[src/rtl/cc_pkg.sv]
// Shared types for the condition flag unit.
// Assumes flags are packed {neg, zer, pos}, with neg as the most significant bit.
package cc_pkg;
    localparam int NUM_FLAGS = 3;

    typedef struct packed {
        logic neg;
        logic zer;
        logic pos;
    } cc_flags_t;

    localparam cc_flags_t CC_RESET = '{neg: 1'b0, zer: 1'b1, pos: 1'b0};
endpackage

[src/rtl/cc_sign_classify.sv]
// Sorts a two's complement value into negative, zero or strictly positive.
// Assumes a WIDTH-bit signed value; the result always has exactly one bit set.
module cc_sign_classify
    import cc_pkg::*;
#(
    parameter int WIDTH = 16
) (
    input  logic [WIDTH-1:0] value,
    output cc_flags_t        cls
);
    localparam int SIGN_BIT = WIDTH - 1;

    logic is_zero;

    // Zero detect over the whole word.
    always_comb is_zero = (value == '0);

    // Pick the single flag that matches the value.
    always_comb begin
        cls.neg = value[SIGN_BIT];
        cls.zer = is_zero;
        cls.pos = !value[SIGN_BIT] && !is_zero;
    end
endmodule

[src/rtl/cc_flag_reg.sv]
// Holds the flags and loads them only when the strobe is high.
// Assumes the synchronous active-low reset sets the zero flag alone.
module cc_flag_reg
    import cc_pkg::*;
(
    input  logic      clk,
    input  logic      rst_n,
    input  logic      load,
    input  cc_flags_t next_flags,
    output cc_flags_t flags
);
    // Flag storage with reset and load-enable.
    always_ff @(posedge clk) begin
        if (!rst_n)
            flags <= CC_RESET;
        else if (load)
            flags <= next_flags;
    end
endmodule

[src/rtl/cc_branch_eval.sv]
// Combinational branch decision: OR over the flags selected by the mask, gated by the strobe.
// Assumes mask and flag vectors share the same bit order.
module cc_branch_eval #(
    parameter int NUM_FLAGS = 3
) (
    input  logic [NUM_FLAGS-1:0] mask,
    input  logic [NUM_FLAGS-1:0] flags,
    input  logic                 eval,
    output logic                 taken
);
    logic [NUM_FLAGS-1:0] hit;

    // One select term per flag.
    for (genvar i = 0; i < NUM_FLAGS; i++) begin : g_sel
        assign hit[i] = mask[i] & flags[i];
    end

    // Any selected flag set, qualified by the strobe.
    always_comb taken = eval && (|hit);
endmodule

[src/rtl/cc_branch_unit.sv]
// Top of the condition flag and branch decision unit.
// Assumes flag_load is high only for register-writing instructions; br_taken is combinational.
module cc_branch_unit
    import cc_pkg::*;
#(
    parameter int WIDTH = 16
) (
    input  logic             clk,
    input  logic             rst_n,
    input  logic [WIDTH-1:0] wr_value,
    input  logic             flag_load,
    input  logic [2:0]       br_mask,
    input  logic             br_eval,
    output logic             br_taken,
    output logic [2:0]       flags_out
);
    cc_flags_t cls;
    cc_flags_t cur;

    cc_sign_classify #(.WIDTH(WIDTH)) u_cls (
        .value (wr_value),
        .cls   (cls)
    );

    cc_flag_reg u_reg (
        .clk        (clk),
        .rst_n      (rst_n),
        .load       (flag_load),
        .next_flags (cls),
        .flags      (cur)
    );

    cc_branch_eval #(.NUM_FLAGS(NUM_FLAGS)) u_br (
        .mask  (br_mask),
        .flags (cur),
        .eval  (br_eval),
        .taken (br_taken)
    );

    // Expose the stored flags as a plain vector.
    always_comb flags_out = cur;
endmodule

[config.mk]
export PLATFORM = sky130hd
export DESIGN_NAME = cc_branch_unit
export DESIGN_NICKNAME = d
export VERILOG_FILES = /design/src/rtl/cc_pkg.sv /design/src/rtl/cc_sign_classify.sv /design/src/rtl/cc_flag_reg.sv /design/src/rtl/cc_branch_eval.sv /design/src/rtl/cc_branch_unit.sv
export SDC_FILE = /design/constraint.sdc
export NUM_CORES = 1
export LEC_CHECK = 0
export BUFFER_PORTS_ARGS = -buffer_cell sky130_fd_sc_hd__buf_4
export CAP_MARGIN = 40
export CORE_AREA = 3 3 40 42
export CTS_BUF_LIST = sky130_fd_sc_hd__clkbuf_2 sky130_fd_sc_hd__clkbuf_4 sky130_fd_sc_hd__clkbuf_8
export DETAILED_ROUTE_END_ITERATION = 6
export DIE_AREA = 0 0 43 45
export PLACE_DENSITY = 0.47
export SETUP_SLACK_MARGIN = 0.05
export SLEW_MARGIN = 10
export SYNTH_ARGS = -nofsm -noshare
export SYNTH_HDL_FRONTEND = slang
export SYNTH_SLANG_ARGS = --single-unit
[constraint.sdc]
create_clock -name clk -period 0.9 [get_ports clk]
set_clock_uncertainty 0.1 [all_clocks]
set_input_delay 0.225 -clock clk [delete_from_list [all_inputs] [get_ports clk]]
set_output_delay 0.225 -clock clk [all_outputs]
set_load 0.05 [all_outputs]
== Word level (Yosys, flattened, before mapping) ==
Cells that the tools add are included.

* Output and inout port bits: 4
* Register bits after elaboration: 3
* Bits of input ports: 23
* Logic and storage cells: 12

* Bitwise logic cells: 3
* Reductions and logical operators: 6

{| class="wikitable"
|+ Operators with widths
! operator !! count
|-
| zero test 16 bit || 1
|-
| bitwise AND 1 bit || 3
|-
| OR reduction 3 bit || 1
|-
| logical AND 1 bit || 2
|-
| zero test 1 bit || 2
|}

== Longest topological paths before layout ==
* Depth after elaboration: 3
* Gate-level depth with buffers: 3

== Cells and area by module ==
A second synthesis with hierarchy kept.

* Cells, all modules: 19
* Area total of the unflattened synthesis: 180.2 µm²

{| class="wikitable"
|+ By module, submodules not included
! module !! cells an instance !! instances !! area each (µm²) !! seq. area each (µm²)
|-
| cc_flag_reg || 9 || 1 || 106.4 || 60.1
|-
| cc_sign_classify || 8 || 1 || 57.6 || 0.0
|-
| cc_branch_eval || 2 || 1 || 16.3 || 0.0
|}

== Least setup slack after synthesis ==
No wires, ideal clock.

* Path type: reg-to-output
* From: register u_reg.flags[1] (netlist name)
* To: output br_taken
* Path slack: -0.974 ns
* Stages on the path, launching flop included: 3
* Arrival: 1.549 ns
* Required time: 0.575 ns
* Buffers on the path: 0
* Path through: dfxtp_1 -> a222oi_1 -> nor2b_1

* Word-level cells in the longest chain between the ends: 3

{| class="wikitable"
|+ Ends and longest elaborated chain
! element !! line !! RTL
|-
| bitwise AND 1 bit || cc_branch_eval.sv:15 || <nowiki>assign hit[i] = mask[i] & flags[i];</nowiki>
|-
| OR reduction 3 bit || cc_branch_eval.sv:19 || <nowiki>always_comb taken = eval && (|hit);</nowiki>
|-
| logical AND 1 bit || cc_branch_eval.sv:19 ||
|-
| to (decl) || cc_branch_unit.sv:14 || <nowiki>output logic br_taken,</nowiki>
|}

No other way between the ends.

== Final worst setup path ==
* From: register u_reg.flags[1] (netlist name)
* To: output br_taken

* Word-level cells in the longest chain between the ends: 3

{| class="wikitable"
|+ Ends and longest elaborated chain
! element !! line
|-
| bitwise AND 1 bit || cc_branch_eval.sv:15
|-
| OR reduction 3 bit || cc_branch_eval.sv:19
|-
| logical AND 1 bit || cc_branch_eval.sv:19
|}

No other way between the ends.

==> metrics.txt <==
failing checks negative setup slack; power per cell area 1130 mW/mm^2; simple-gate share of the synthesized area 0.339; highest achievable clock rate roughly 0.63 GHz; number of different library cells in the post-synthesis netlist 11; data required time of the worst path ~0.57 ns; share of post-route cells with drive strength above 1 0.842; Synth Area in Adders 0; register bit total from synthesis 3; pin count of the biggest net entering global routing 6; number of ports placed on the die boundary 27; main combinational cell family by area after synthesis simple AND/OR/NAND/NOR gates; type of element launching the critical path flip-flop; DRC violations left 0; worst path arrival time approximately 1.3 ns; Critical Path Fanout Max 2; total wire length 783 microns; instance count along the most critical hold path 2; Final Hold Slack 0.123 ns; nets in the synthesized netlist 41; Pre-antenna DRT Iters 4; total of max-cap violations 0; count of nets left with antenna violations after detail routing 0; Slew HR 0.793; post-synthesis share of cell area spent on xor and xnor gates 0; count of mapped cells out of synthesis 18; largest reg by FF count u_reg.flags; floorplan die height 45 microns; DIE WIDTH ~43 microns; number of flip-flops under the largest register name 3; total CTS buffers 3; most frequent cells in the layout buf_4, buf_6, clkbuf_4, buf_8; endpoint type of the worst setup path output port; leading cell type in the layout, fill and taps excluded buf_4; fraction of synthesized area in multiplexers 0.0630; effective utilization at floorplan 0.124; area share of the leading cell type in the synthesized netlist 0.378; shortest clock period the worst path allows after layout approximately 1.6 ns; IO Port Bufs 26; TritonCTS clock tree yes; largest voltage drop on the vdd net between 0.3 and 0.4 mV; Largest regs u_reg.flags (3); largest cells by area after synthesis dfxtp_1, nor4_1, nor2b_1; Cell Area, Synth roughly 160 sq um; ANT cells 0; clock-pin slew of the registers on the worst-case setup and hold paths around 0.03 ns; DP Worst Slack -0.445 ns; area of the die a little under 0.002 sq mm; post-detailed-route wirelength per cell ~11 microns; final max-slew violation count 0; global-route wire length before repair around 1100 microns; reg2reg path depth 6; antenna violations before repair 0; worst hold path type input pin to flip-flop; Setup-failing EPs final 6; root buffer cell clkbuf_4; count of hold buffers inserted by post-cts repair 0; sequential cell area fraction in the yosys report 0.378; Vias between 300 and 400; HPWL Detailed roughly 570 microns; leakage power total 0.000276 uW; final core occ 0.457; final-layout fill cell count 125; setup repair after global routing missed its margin true; category of the most critical setup path flip-flop to output port; Congestion Overflow GR 0; library cell with the largest summed area after synthesis dfxtp_1; Avg Synthesized Cell Area a little under 9 sq um; final sum of negative setup slack -1.68 ns; core footprint roughly 0.0013 sq mm; status finished with violations; clock sink total 3; vias in the first global route between 300 and 400; final-stage net count 81; crit share post-route 1.75; buffers from clock root to sink, at most 2; Synthesis Warnings 0; Via density 4.31; num rows 13; fin worst setup slack -0.675 ns; Area growth syn-to-layout 269%; routability congestion estimate from global placement between 0.6 and 0.7; Worst Tran Pin Value a little over 0.3 ns; total global-route track usage 0.0790; maximum level of the CTS H-tree 1; latest clock arrival within the worst-skew pair around 0.23 ns; post-route total power ~670 uW; number of violations reported at the end of detailed-routing iteration 0 8; final count of hold timing violations 0; Synth Area in Compound Gates 0.197
==> power breakdown <==
part	total (uW)	leakage, uW	switching [uW]	internal (uW)
Clock	257	0.0000184	61.1	196
Sequential	148	0.0000258	5.15	143
Combinational	261	0.000232	104	157
Total	665	0.000276	170	495
==> metrics by stage <==
stage | std cells | instance area (sq um)
6_report | 72 | 587
5_1_grt | 72 | 587
4_1_cts | 70 | 553
3_5_place_dp | 64 | 424
3_3_place_gp | 64 | 424
2_1_floorplan | 18 | 173
==> critical path, stage by stage (launching register included) <==
cell	delay, ns
dfxtp_4	0.33
a222oi_1	0.33
buf_4	0.18
nor2b_4	0.04
buf_8	0.14
==> Yosys cell counts <==
library cell,n
a21o_1,1
a222oi_1,1
and4_1,1
dfxtp_1,3
inv_1,1
mux2i_1,1
nand2_1,2
nor2b_1,2
nor4_1,4
o21ai_0,1
o32ai_1,1
==> cell families (layout without fill, tap and decap cells) <==
logic type	Yosys count	after routing
buf+inv	1	40
mux	1	1
flops	3	3
compound gates	4	4
simple gates	9	9
==> routing by layer <==
metal / global-route usage / up-vias / share of wire
met3: 0.0120 / 0 / 0.15
met4: 0.0723 / 0 / 0
met1: 0.0697 / 132 / 0.30
met2: 0.153 / 26 / 0.55
li1: - / 152 / -
met5: 0 / - / 0
==> final timing paths <==
path                  start        endpoint  slack (ns)
min               flag_load  u_reg.flags[0]        0.12
max          u_reg.flags[1]        br_taken       -0.67
max reg2reg  u_reg.flags[1]  u_reg.flags[1]       -0.22
min reg2reg  u_reg.flags[2]  u_reg.flags[2]        0.51
==> area by class of cell <==
type                            instances  area, sq um  area share
Sequential cell                         3         66.3       0.113
Clock buffer                            4         30.0      0.0512
Timing Repair Buffer                   35          323       0.550
Inverter                                1         3.75     0.00640
Multi-Input combinational cell         14          145       0.247
Tap cell                               15         18.8      0.0320
==> repair_timing <==
item                                    CTS  global route
pin swaps                                 7             1
setup buffers                             2             4
endpoints found under the setup margin    6             6
gates resized for setup                  21             5
Power figures use the tool's default switching activity.
